--- src/rtl/intr_seq_pkg.sv ---
`timescale 1ns/1ps
package intr_seq_pkg;

    localparam int TYPE_W      = 8;
    localparam int WORD_W      = 16;
    localparam int BYTE_W      = 8;
    localparam int ENTRY_BYTES = 4;
    localparam int PUSH_WORDS  = 3;
    localparam int IDX_W       = $clog2(ENTRY_BYTES);
    localparam int VTA_W       = TYPE_W + IDX_W;
    localparam int PTR_W       = ENTRY_BYTES * BYTE_W;

    localparam logic [TYPE_W-1:0] T_DIVIDE = 8'd0;
    localparam logic [TYPE_W-1:0] T_STEP   = 8'd1;
    localparam logic [TYPE_W-1:0] T_NMI    = 8'd2;
    localparam logic [TYPE_W-1:0] T_OVF    = 8'd4;

    typedef enum logic [2:0] {
        ST_IDLE, ST_ACK1, ST_GAP, ST_ACK2, ST_PUSH, ST_CLEAR, ST_READ, ST_DONE
    } seq_state_e;

    typedef enum logic [2:0] {
        SRC_NONE, SRC_DIV, SRC_OVF, SRC_SOFT, SRC_NMI, SRC_EXT, SRC_STEP
    } src_e;

    typedef struct packed {
        logic              valid;
        logic              ext;
        logic [TYPE_W-1:0] vtype;
    } grant_t;

    function automatic logic [VTA_W-1:0] entry_addr(input logic [TYPE_W-1:0] t,
                                                    input logic [IDX_W-1:0]  i);
        return {t, i};
    endfunction

endpackage

--- src/rtl/intr_arbiter.sv ---
`timescale 1ns/1ps
module intr_arbiter
    import intr_seq_pkg::*;
(
    input  logic              clk,
    input  logic              rst,
    input  logic              eval,
    input  logic              nmi_pin,
    input  logic              intr_pin,
    input  logic              if_flag,
    input  logic              tf_flag,
    input  logic              of_flag,
    input  logic              div_err,
    input  logic              into_req,
    input  logic              swint_req,
    input  logic [TYPE_W-1:0] swint_type,
    output grant_t            grant
);

    logic nmi_prev;
    logic nmi_pend;
    logic nmi_seen;
    src_e src;

    assign nmi_seen = nmi_pend | (nmi_pin & ~nmi_prev);

    always_comb begin
        if (div_err)                 src = SRC_DIV;
        else if (into_req && of_flag) src = SRC_OVF;
        else if (swint_req)          src = SRC_SOFT;
        else if (nmi_seen)           src = SRC_NMI;
        else if (intr_pin && if_flag) src = SRC_EXT;
        else if (tf_flag)            src = SRC_STEP;
        else                         src = SRC_NONE;
    end

    always_comb begin
        grant.valid = eval && (src != SRC_NONE);
        grant.ext   = (src == SRC_EXT);
        case (src)
            SRC_DIV:  grant.vtype = T_DIVIDE;
            SRC_OVF:  grant.vtype = T_OVF;
            SRC_SOFT: grant.vtype = swint_type;
            SRC_NMI:  grant.vtype = T_NMI;
            SRC_STEP: grant.vtype = T_STEP;
            default:  grant.vtype = '0;
        endcase
    end

    always_ff @(posedge clk) begin
        if (rst) begin
            nmi_prev <= 1'b0;
            nmi_pend <= 1'b0;
        end else begin
            nmi_prev <= nmi_pin;
            nmi_pend <= nmi_seen & ~(grant.valid && src == SRC_NMI);
        end
    end


    nmi_kept_chk: assert property (@(posedge clk) disable iff (rst)
        (nmi_pend && !eval) |=> nmi_pend);

endmodule

--- src/rtl/intr_entry_fsm.sv ---
`timescale 1ns/1ps
module intr_entry_fsm
    import intr_seq_pkg::*;
(
    input  logic              clk,
    input  logic              rst,
    input  grant_t            grant,
    input  logic [WORD_W-1:0] flags_in,
    input  logic [WORD_W-1:0] cs_in,
    input  logic [WORD_W-1:0] ip_in,
    input  logic [TYPE_W-1:0] inta_data,
    input  logic              wr_ack,
    input  logic              rd_ack,
    input  logic [BYTE_W-1:0] rd_data,
    output logic              idle,
    output logic              inta_pulse,
    output logic              wr_req,
    output logic [WORD_W-1:0] wr_data,
    output logic              rd_req,
    output logic [VTA_W-1:0]  rd_addr,
    output logic              clr_if_tf,
    output logic              done,
    output logic [WORD_W-1:0] new_cs,
    output logic [WORD_W-1:0] new_ip
);

    seq_state_e        state;
    logic [IDX_W-1:0]  pos;
    logic [TYPE_W-1:0] type_q;
    logic [WORD_W-1:0] flags_q, cs_q, ip_q;
    logic [PTR_W-1:0]  ptr_q;

    always_ff @(posedge clk) begin
        if (rst) begin
            state   <= ST_IDLE;
            pos     <= '0;
            type_q  <= '0;
            flags_q <= '0;
            cs_q    <= '0;
            ip_q    <= '0;
            ptr_q   <= '0;
        end else begin
            case (state)
                ST_IDLE: if (grant.valid) begin
                    type_q  <= grant.vtype;
                    flags_q <= flags_in;
                    cs_q    <= cs_in;
                    ip_q    <= ip_in;
                    pos     <= '0;
                    state   <= grant.ext ? ST_ACK1 : ST_PUSH;
                end
                ST_ACK1: state <= ST_GAP;
                ST_GAP:  state <= ST_ACK2;
                ST_ACK2: begin
                    type_q <= inta_data;
                    state  <= ST_PUSH;
                end
                ST_PUSH: if (wr_ack) begin
                    if (pos == IDX_W'(PUSH_WORDS - 1)) begin
                        pos   <= '0;
                        state <= ST_CLEAR;
                    end else begin
                        pos <= pos + 1'b1;
                    end
                end
                ST_CLEAR: state <= ST_READ;
                ST_READ: if (rd_ack) begin
                    ptr_q[int'(pos)*BYTE_W +: BYTE_W] <= rd_data;
                    if (pos == IDX_W'(ENTRY_BYTES - 1)) state <= ST_DONE;
                    else                                pos   <= pos + 1'b1;
                end
                default: state <= ST_IDLE;
            endcase
        end
    end

    always_comb begin
        case (pos)
            IDX_W'(0): wr_data = flags_q;
            IDX_W'(1): wr_data = cs_q;
            default:   wr_data = ip_q;
        endcase
    end

    assign idle       = (state == ST_IDLE);
    assign inta_pulse = (state == ST_ACK1) || (state == ST_ACK2);
    assign wr_req     = (state == ST_PUSH);
    assign rd_req     = (state == ST_READ);
    assign rd_addr    = entry_addr(type_q, pos);
    assign clr_if_tf  = (state == ST_CLEAR);
    assign done       = (state == ST_DONE);
    assign new_ip     = ptr_q[WORD_W-1:0];
    assign new_cs     = ptr_q[PTR_W-1:WORD_W];


    one_action_chk: assert property (@(posedge clk) disable iff (rst)
        $onehot0({inta_pulse, wr_req, rd_req, clr_if_tf, done}));

    inta_single_chk: assert property (@(posedge clk) disable iff (rst)
        inta_pulse |=> !inta_pulse);

    wr_hold_chk: assert property (@(posedge clk) disable iff (rst)
        (wr_req && !wr_ack) |=> (wr_req && $stable(wr_data)));

    clr_then_read_chk: assert property (@(posedge clk) disable iff (rst)
        clr_if_tf |=> (rd_req && rd_addr[IDX_W-1:0] == '0));

    rd_hold_chk: assert property (@(posedge clk) disable iff (rst)
        (rd_req && !rd_ack) |=> (rd_req && $stable(rd_addr)));

    done_release_chk: assert property (@(posedge clk) disable iff (rst)
        done |=> (idle && !done));

endmodule

--- src/rtl/intr_entry_seq.sv ---
`timescale 1ns/1ps
module intr_entry_seq
    import intr_seq_pkg::*;
(
    input  logic              clk,
    input  logic              rst,
    input  logic              boundary,
    input  logic              nmi_pin,
    input  logic              intr_pin,
    input  logic              if_flag,
    input  logic              tf_flag,
    input  logic              of_flag,
    input  logic              div_err,
    input  logic              into_req,
    input  logic              swint_req,
    input  logic [TYPE_W-1:0] swint_type,
    input  logic [WORD_W-1:0] flags_in,
    input  logic [WORD_W-1:0] cs_in,
    input  logic [WORD_W-1:0] ip_in,
    output logic              inta_pulse,
    input  logic [TYPE_W-1:0] inta_data,
    output logic              wr_req,
    output logic [WORD_W-1:0] wr_data,
    input  logic              wr_ack,
    output logic              rd_req,
    output logic [VTA_W-1:0]  rd_addr,
    input  logic [BYTE_W-1:0] rd_data,
    input  logic              rd_ack,
    output logic              clr_if_tf,
    output logic              done,
    output logic [WORD_W-1:0] new_cs,
    output logic [WORD_W-1:0] new_ip,
    output logic              busy
);

    logic   idle;
    grant_t grant;

    intr_arbiter u_arb (
        .clk(clk), .rst(rst), .eval(boundary & idle),
        .nmi_pin(nmi_pin), .intr_pin(intr_pin), .if_flag(if_flag),
        .tf_flag(tf_flag), .of_flag(of_flag), .div_err(div_err),
        .into_req(into_req), .swint_req(swint_req), .swint_type(swint_type),
        .grant(grant)
    );

    intr_entry_fsm u_fsm (
        .clk(clk), .rst(rst), .grant(grant),
        .flags_in(flags_in), .cs_in(cs_in), .ip_in(ip_in),
        .inta_data(inta_data), .wr_ack(wr_ack), .rd_ack(rd_ack), .rd_data(rd_data),
        .idle(idle), .inta_pulse(inta_pulse), .wr_req(wr_req), .wr_data(wr_data),
        .rd_req(rd_req), .rd_addr(rd_addr), .clr_if_tf(clr_if_tf), .done(done),
        .new_cs(new_cs), .new_ip(new_ip)
    );

    assign busy = ~idle;


    no_start_without_boundary_chk: assert property (@(posedge clk) disable iff (rst)
        (idle && !boundary) |=> idle);

endmodule

--- config.mk ---
export PLATFORM = sky130hd
export DESIGN_NAME = intr_entry_seq
export DESIGN_NICKNAME = d
export VERILOG_FILES = /design/src/rtl/intr_seq_pkg.sv /design/src/rtl/intr_arbiter.sv /design/src/rtl/intr_entry_fsm.sv /design/src/rtl/intr_entry_seq.sv
export SDC_FILE = /design/constraint.sdc
export NUM_CORES = 1
export LEC_CHECK = 0
export ABC_AREA = 1
export CORE_UTILIZATION = 46
export DETAILED_ROUTE_END_ITERATION = 16
export HOLD_SLACK_MARGIN = 0.02
export PLACE_DENSITY = 0.9
export SKIP_CTS_REPAIR_TIMING = 1
export SYNTH_ARGS = -nofsm -noshare
export SYNTH_HDL_FRONTEND = slang
export SYNTH_HIERARCHICAL = 1
export SYNTH_SLANG_ARGS = --single-unit
--- constraint.sdc ---
create_clock -name clk -period 2.15 [get_ports clk]
set_clock_uncertainty 0.15 [all_clocks]
set_input_delay 0.43 -clock clk [delete_from_list [all_inputs] [get_ports clk]]
set_output_delay 0.43 -clock clk [all_outputs]
set_load 0.01 [all_outputs]
* After elaboration in Yosys (flattened, before gate mapping) *
Cells that the tools add are included.

cells by class
  add/sub/neg operators = 2
  eq/ne operators = 21
  shifts and indexed selects = 2
  multiplexer cells = 24
  bitwise operators = 7
  reduce and logical (&&, ||, !) cells = 15

operator list
  operator                                               number
  2-to-1 mux 3 bit                                       12
  negator 5 -> 33 bit                                    1
  variable shift 8 x 33 -> 32 bit, first input constant  1
  variable part select 8 x 33 -> 32 bit                  1
  bitwise mux 32 bit                                     1
  case mux 16 bit (2 select lines)                       1
  case mux 8 bit (4 select lines)                        1
  == test 3 bit, second input constant                   7
  case mux 3 bit (7 select lines)                        1
  case mux 8 bit (2 select lines)                        1
  == test 3 x 2 -> 1 bit, second input constant          4
  2-to-1 mux 2 bit                                       5
  != test 2 x 1 -> 1 bit, second input constant          5
  AND reduction 5 bit                                    2
  2-to-1 mux 8 bit                                       1
  case mux 2 bit (3 select lines)                        1
  AND reduction 2 bit                                    3
  nonzero test 3 bit                                     2
  == test 2 bit, second input constant                   2
  logical AND 1 bit                                      4
  AND 1 bit                                              3
  == test 3 x 1 -> 1 bit, second input constant          1
  zero test 3 bit                                        1
  inverter 1 bit                                         3
  7 further kinds                                        7

storage, ports and cells
  flip-flop bits (word level) = 95
  input port bits = 85
  output and inout port bits = 64

* Logic depth before layout (Yosys ltp) *
Gate-level depths: netlist of the first run.

  word-level depth = 12
  mapped depth = 14

* Hierarchy *
The synthesis of the first run kept the hierarchy.

by module, submodules not included
  module          times used  cells an instance  area each (µm²)
  intr_entry_fsm  1           572                4088.9
  intr_arbiter    1           57                 332.8
  intr_entry_seq  1           3                  11.3

* Worst setup path before layout of the first run *
No wires, ideal clock.

  path kind = register to output
  start = reg u_fsm.pos[0]
  end = out wr_data[11]
  arrival time = 1.617 ns
  data required time = 1.570 ns
  setup slack = -0.047 ns
  cell stages (with the launch flop) = 7
  buffers on the path = 1
  cell sequence = dfxtp_1 > inv_1 > ha_1 > nor2_1 > clkbuf_1 > a22oi_1 > o21ai_0

between the ends
  longest elaborated chain between the ends = 2
  elaborated cells between the ends (all ways) = 3
  classes of those cells = 1 x eq/ne; 1 x mux; 1 x reduce/logical

RTL lines
  item                                                       RTL line              source
  start: declaration                                         intr_entry_fsm.sv:28  logic [IDX_W-1:0] pos;
  start signal: assignment                                   intr_entry_fsm.sv:63  pos <= pos + 1'b1;
  start signal: assignment                                   intr_entry_fsm.sv:70  else pos <= pos + 1'b1;
  == test 2 x 1 -> 1 bit or zero test 2 bit (tied branches)  intr_entry_fsm.sv:78  case (pos)
  case mux 16 bit (2 select lines) *                         intr_entry_fsm.sv:78
  end: declaration                                           intr_entry_seq.sv:23  output logic [WORD_W-1:0] wr_data,

Every way passes the cells marked *; elsewhere a longest branch is shown, timed or not.

* Worst setup path after layout of the first run *
  start = reg u_fsm.pos[0]
  end = out wr_data[2]

Same word-level chain as after synthesis.

==> results.cfg, run 1 <==
[outcome]
status = complete, but fails checks
violations = setup timing

[timing]
setup_ws_ps = -38.2
hold_viol = 0
fin_crit_sh_pct = 102
setup_viol = 8
worst_pin_slew_ps = 432
maxSlewViolCount = 0
rsz0062_at_grt = yes
layout_min_cycle_time_ps = 2190
max_slew_margin_pct = 71.1
tns_ps = -105
fmax_mhz = 457

[worst_setup_path]
path_cells = inv_4 > ha_4 > nor2_4 > clkbuf_16 > a22oi_2 > o21ai_1 > buf_2
slowest_stage = dfxtp_4
reg2reg_slack_ps = 270
worst-setup-path-type = reg2out
reg2reg_from = u_fsm/state[1]$_SDFFE_PP0P_
cp_max_fo = 8
ff2ff_path_depth = 11
arrival_ps = 1610
worst_setup_path_end_kind = output pin
r2r-end = u_fsm/ip_q[1]$_SDFFE_PP0P_
worstPathRequired_ps = 1570
critPathMaxStageDelay_ps = 400
start_kind = flip-flop

[routing]
wl_per_cell_um = 13.3
dr.pass1.iters = 4
via_count = 4620
drc = 0
vias_per_cell = 5.05
drtIter0Drc = 174
ant_nets = 0
wl_um = 12100

[clock_network]
cts_max_level = 3
numCtsBuffers = 9
ctsRootBufferMaster = clkbuf_8
cts_tree = built
cts_buffer_depth = 2
clk_latency_ps = 350
clock-sinks = 95
clk_pin_slew_worst_paths_ps = 90

[power]
swShare_pct = 39.6
leakage_nw = 2.66
p_comb_share_pct = 44.4
ir_drop_v = 0.000606
p_seq_share_pct = 37.0
power_frac_clock_pct = 18.6
power.density_nw_per_um2 = 1020
power.internal_mw = 3.96
power_mw = 6.55
p_sw_mw = 2.59

[grt]
antenna_found_initial = 0
grt_max_degree = 76
grt_pass1_wl_um = 19300
grt_pass1_vias = 4386
overflow = 0
grtUsageTotal_pct = 23.8

[synthesis]
synthTopCellsByArea = dfxtp_1, nor2_1, o21ai_0
seq_area_frac_synth_pct = 42.9
syn_area_sq_um = 4430
syn-instance-count = 632
synth_cell_types = 31
synth-seq-cells = 95
avgSynthCellArea_sq_um = 7.01
syn-num-nets = 723
yosys.area.top_type = dfxtp_1
yosysTopAreaCellShare_pct = 42.9
yosysWarnings = 6

[placement]
gp_congestion = 0.864
pre_cts_ws_ps = -280
port_buffers = 148
dp_hpwl_um = 8760

[worst_hold_path]
hp-class = reg2reg
hold_end = u_fsm/cs_q[10]$_SDFFE_PP0P_
whs_path_depth = 2
min_from = u_fsm/cs_q[10]$_SDFFE_PP0P_

[finish]
final_cell_mix = nor2_1, clkdlybuf4s50_1, dfxtp_1, nand2_1, o21ai_0
diodes = 0
final_common_cell = nor2_1
syn_to_final_growth_pct = 45.2
layout.nets = 873
fill_cells = 788
drive_gt1_share_pct = 14.6
regArea_sq_um = 1910
multi_input_area_sq_um = 2250

[floorplan]
die_height_um = 100
io_pins = 149
num_rows = 35
initial_core_util_pct = 47.7
core_area_sq_um = 9280
die_x_um = 100
dieArea_sq_um = 10000

[run]
drv_cap = 0
## area by class of cell
cell class | count | share of cell area [%]
clock inverter | 5 | 1.01
sequential | 95 | 29.7
clock buffer | 10 | 2.14
timing repair buffer | 169 | 25.8
multi-input combinational | 443 | 34.9
inverter | 64 | 3.89
tap | 129 | 2.51
## layer usage
metal / vias up / global-route usage [%] / part of all wire (%)
met5: - / 0 / 0
met4: 0 / 9.92 / 1.8
met3: 26 / 3.62 / 3.9
met2: 136 / 42.3 / 51
met1: 2127 / 28.7 / 43
li1: 2331 / - / -
## cell usage after synthesis, drive strengths merged
library cell  number
a22oi             16
inv               63
or2                1
nand3             17
ha                 6
a21boi             1
o21bai             1
nand2             84
o31ai              1
clkbuf            12
nand3b             1
nor2             170
clkinv             1
nand4              9
o21ai            100
nor3               2
buf               18
dfxtp             95
a21oi             34
## worst max-delay path by stage
stage	start	endpoint	slack, ps	depth (start not counted)
3_3_place_gp	nmi_pin	u_fsm/pos[1]$_SDFFE_PP0P_	-220	14
4_1_cts	u_fsm/pos[0]$_SDFFE_PP0P_	wr_data[15]	-600	7
2_1_floorplan	u_fsm/pos[0]$_SDFFE_PP0P_	wr_data[11]	30	6
6_report	u_fsm/pos[0]$_SDFFE_PP0P_	wr_data[2]	-40	7
3_5_place_dp	nmi_pin	u_fsm/pos[0]$_SDFFE_PP0P_	-280	14
5_1_grt	u_fsm/pos[0]$_SDFFE_PP0P_	wr_data[2]	-110	7
## sequential cells by signal, indices dropped and copies added (netlist names)
name	count
u_fsm/ip_q	16
u_fsm/cs_q	16
u_fsm/pos	2
u_arb/nmi_pend	1
u_fsm/state	3
u_arb/nmi_prev	1
u_fsm/flags_q	16
u_fsm/type_q	8
u_fsm/ptr_q	32
## power groups by stage
| stage | clock network [mW] | logic [mW] | registers (mW) |
|---|---|---|---|
| after floorplan | 0 | 1.65 | 2.36 |
| after global placement | 0 | 2.67 | 2.37 |
| after detailed placement | 0 | 2.76 | 2.39 |
| after CTS | 1.23 | 2.78 | 2.36 |
| after global routing | 1.31 | 3.19 | 2.47 |
| final | 1.22 | 2.91 | 2.42 |
## through the flow
step	std cells	area [sq um]	util, %	hold WS, ps
2_1_floorplan	632	4430	-	274
3_3_place_gp	899	6130	66.0	283
3_5_place_dp	899	6130	66.0	289
4_1_cts	914	6330	68.2	302
5_1_grt	915	6440	69.4	331
6_report	915	6440	69.4	314
## kinds of logic (layout without fill, tap and decap cells)
logic type      count (synthesis)  in the layout  share of synthesized area [%]
simple gates                  284            284                           27.6
fa+ha+maj                       6              6                           1.69
buf+inv                        94            248                           9.17
compound gates                153            153                           18.6
flops                          95             95                           42.9
## critical path: cells and delay by family (launching register included)
kind	cells	cell delay, ps
buffers and inverters	3	390
adders and majority gates	1	170
and+or+nand+nor	1	160
DFF	1	400
AOI/OAI and AO/OA	2	140
(Power assumes the default switching activity.)
==> run 2, diff against run 1 <==
Settings changed: CORE_UTILIZATION 46 to 41, PLACE_DENSITY 0.9 to 0.85.
Clock period 2.15 ns to 1.9 ns, I/O delays scaled along.
==> results.cfg, run 2 (same netlist as run 1, synthesis figures left out) <==
[outcome]
status = complete, but fails checks
violations = setup timing

[floorplan]
dieArea_sq_um = 11200
die_x_um = 106
num_rows = 37
io_pins = 149
core_area_sq_um = 10400
initial_core_util_pct = 42.6
die_height_um = 106

[timing]
hold_viol = 0
layout_min_cycle_time_ps = 2090
tns_ps = -2650
fmax_mhz = 478
worst_pin_slew_ps = 465
setup_viol = 16
maxSlewViolCount = 0
whs_ps = 157
rsz0062_at_grt = yes
fin_crit_sh_pct = 110
setup_ws_ps = -192
max_slew_margin_pct = 68.9

[worst_setup_path]
cp_max_fo = 16
slowest_stage = dfxtp_2
start_kind = flip-flop
worstPathRequired_ps = 1370
ff2ff_path_depth = 13
worst_setup_path_end_kind = output pin
critPathMaxStageDelay_ps = 360
arrival_ps = 1560
worst-setup-path-type = reg2out
path_cells = inv_4 > ha_4 > nor2_4 > buf_12 > a22oi_1 > o21ai_1 > clkbuf_2

[finish]
diodes = 0
drive_gt1_share_pct = 19.7
largest_reg_flops = 32
final_common_cell = nor2_1
regMostFlops = u_fsm/ptr_q
layout.nets = 894
stdcell_area_sq_um = 6770
syn_to_final_growth_pct = 52.6
final_cell_mix = nor2_1, clkdlybuf4s50_1, dfxtp_1, nand2_1, inv_1

[power]
leakage_nw = 2.87
ir_drop_v = 0.000546
power.density_nw_per_um2 = 1170

[run]
drv_cap = 0

[grt]
grt_max_degree = 65
grtUsageTotal_pct = 21.4
grt_pass1_vias = 4265
grt_pass1_wl_um = 19500
overflow = 0
antenna_found_initial = 0

[routing]
vias_per_cell = 4.92
ant_nets = 0
wl_per_cell_um = 13.5
via_count = 4647
drtIter0Drc = 220
wl_um = 12800
dr.pass1.iters = 5
drc = 0

[clock_network]
ctsRootBufferMaster = clkbuf_8
clock-sinks = 95
cts_max_level = 3
cts_buffer_depth = 2
cts_tree = built
numCtsBuffers = 9
clk_latency_ps = 340
clk_pin_slew_worst_paths_ps = 90

[placement]
port_buffers = 148
place_area_sq_um = 6180
gp_congestion = 0.861
dp_hpwl_um = 8480
pre_cts_ws_ps = -488

[worst_hold_path]
hp-class = in2reg
whs_path_depth = 3
-- run 2: path summary, 6_finish.rpt --
check                             startpoint                       endpoint  slack (ps)
setup / recovery   u_fsm/pos[1]$_SDFFE_PP0P_                    wr_data[12]        -190
hold reg to reg   u_fsm/cs_q[8]$_SDFFE_PP0P_     u_fsm/cs_q[8]$_SDFFE_PP0P_         310
setup reg to reg   u_arb/nmi_prev$_SDFF_PP0_  u_fsm/flags_q[6]$_SDFFE_PP0P_          90
hold / removal                       nmi_pin      u_arb/nmi_prev$_SDFF_PP0_         160
-- run 2: power by group --
group	internal [mW]	leakage (nW)	switching (mW)	total (mW)
Combinational	1.76	2.01	2.16	3.92
Clock	0.496	0.0892	0.749	1.25
Sequential	2.46	0.778	0.265	2.73
-- run 2: cell type report --
type | count | area, sq um
clock buffer | 10 | 128
clock inverter | 6 | 50.0
fill | 910 | 3650
inverter | 64 | 258
multi-input combinational | 443 | 2340
sequential | 95 | 1910
tap | 136 | 170
timing repair buffer | 188 | 1890
timing repair inverter | 2 | 15.0
-- run 2: metrics by stage --
stage | std cells | util [%] | power (mW)
finish | 944 | 64.9 | 7.90
global route | 944 | 64.9 | 8.41
CTS | 928 | 61.0 | 7.13
detailed placement | 912 | 59.3 | 5.87
global placement | 912 | 59.3 | 5.80
floorplan | 632 | - | 4.57
-- run 2: layer usage --
layer / global-route usage [%] / vias to the layer above / wire length (um)
met2: 36.1 / 136 / 6400
li1: - / 2378 / -
met1: 27.4 / 2115 / 5610
met4: 7.84 / 0 / 195
met5: 0 / - / 0
met3: 3.43 / 18 / 555
-- run 2: critical path, delay by kind of cell, from the launching register on --
kind / cells / cell delay [ps]
flops: 1 / 360
fa+ha+maj: 1 / 180
simple gates: 1 / 120
compound gates: 2 / 180
buf+inv: 3 / 370
==> run 3, diff against run 2 <==
Settings changed: REMOVE_ABC_BUFFERS from default to 1.
==> results.cfg, run 3 (same netlist as run 1, synthesis figures left out) <==
[outcome]
status = complete, but fails checks
violations = setup timing

[floorplan]
die_height_um = 106
core_area_sq_um = 10400
io_pins = 149
die_x_um = 106
dieArea_sq_um = 11200
num_rows = 37
initial_core_util_pct = 42.6

[placement]
dp_cells = 916
dp_hpwl_um = 8310
port_buffers = 148
gp_congestion = 0.813

[finish]
final_util_pct = 65.7
fill_cells = 887
final_common_cell = nor2_1
final_cell_mix = nor2_1, clkdlybuf4s50_1, dfxtp_1, nand2_1, inv_1
syn_to_final_growth_pct = 54.4
drive_gt1_share_pct = 22.7
diodes = 0
regArea_sq_um = 1910
largest_reg_flops = 32
layout.nets = 895
multi_input_area_sq_um = 2420
final_cell_count_no_fill = 945
regMostFlops = u_fsm/ptr_q

[worst_setup_path]
start_kind = flip-flop
crit_family = flip-flops
path_depth = 7
slowest_stage = dfxtp_4
critPathMaxStageDelay_ps = 400
arrival_ps = 1610
worstPathRequired_ps = 1370
worst_setup_path_end_kind = output pin
ff2ff_path_depth = 12
worstPathBufferInverterCount = 3
worst-setup-path-type = reg2out
cp_max_fo = 6
path_cells = inv_4 > ha_4 > nor2_4 > buf_6 > a22oi_2 > o21ai_1 > buf_2

[timing]
worst_pin_slew_ps = 423
rsz0062_at_grt = yes
fmax_mhz = 467
whs_ps = 149
maxSlewViolCount = 0
layout_min_cycle_time_ps = 2140
max_slew_margin_pct = 71.7
fin_crit_sh_pct = 113
setup_viol = 30
hold_viol = 0
setup_ws_ps = -239
tns_ps = -3660

[grt]
grt_max_degree = 65
grt_pass1_vias = 4281
grt_pass1_wl_um = 19100
grtUsageTotal_pct = 20.9
antenna_found_initial = 0
overflow = 0

[routing]
ant_nets = 0
drtIter0Drc = 236
dr.pass1.iters = 5
vias_per_cell = 4.93
via_count = 4660
wl_um = 12900
wl_per_cell_um = 13.6
drc = 0

[power]
power_mw = 8.06
leakage_nw = 2.86
power.density_nw_per_um2 = 1180
ir_drop_v = 0.000616

[clock_network]
numCtsBuffers = 9
clk_latency_ps = 360
cts_max_level = 3
ctsRootBufferMaster = clkbuf_8
clk_pin_slew_worst_paths_ps = 90
clock-sinks = 95
cts_buffer_depth = 2
cts_tree = built

[worst_hold_path]
hp-class = in2reg
whs_path_depth = 3

[run]
drv_cap = 0
==> run 3: metal layers <==
layer / up-vias / wire (um) / part of all wire [%] / global-route usage, %
met4: 0 / 334 / 2.6 / 8.04
met5: - / 0 / 0 / 0
met3: 27 / 786 / 6.1 / 5.52
li1: 2380 / - / - / -
met2: 150 / 6360 / 49 / 35.9
met1: 2103 / 5390 / 42 / 24.8
==> run 3: worst register-to-register path, delay by kind of cell, from the launching register on <==
kind	cells	cell delay, ps
flops	1	350
buf+inv	5	510
simple gates	5	620
compound gates	2	250
==> run 3: through the flow <==
stage | cell area, sq um | worst slack, ps
2_1_floorplan | 4270 | -697
3_3_place_gp | 6190 | -410
3_5_place_dp | 6190 | -510
4_1_cts | 6370 | -862
5_1_grt | 6840 | -334
6_report | 6840 | -239
==> run 3: path summary, 6_finish.rpt <==
kind | to | from | slack (ps)
worst min-delay path | u_arb/nmi_prev$_SDFF_PP0_ | nmi_pin | 150
worst max register to register | u_fsm/flags_q[11]$_SDFFE_PP0P_ | u_fsm/state[0]$_SDFFE_PP0P_ | -50
worst max-delay path | wr_data[7] | u_fsm/pos[0]$_SDFFE_PP0P_ | -240
worst min register to register | u_fsm/cs_q[10]$_SDFFE_PP0P_ | u_fsm/cs_q[10]$_SDFFE_PP0P_ | 310
==> run 3: layout make-up <==
cell class                 count  share of cell area, %
inverter                      64                   3.78
sequential                    95                   27.9
clock buffer                  10                   2.01
clock inverter                 6                  0.640
multi-input combinational    443                   35.4
tap                          136                   2.49
timing repair buffer         190                   27.7
timing repair inverter         1                 0.0731
==> run 3: power by group <==
| part | internal, mW | switching [mW] |
|---|---|---|
| sequential | 2.46 | 0.314 |
| combinational | 1.82 | 2.24 |
| clock | 0.519 | 0.711 |
| total | 4.80 | 3.26 |
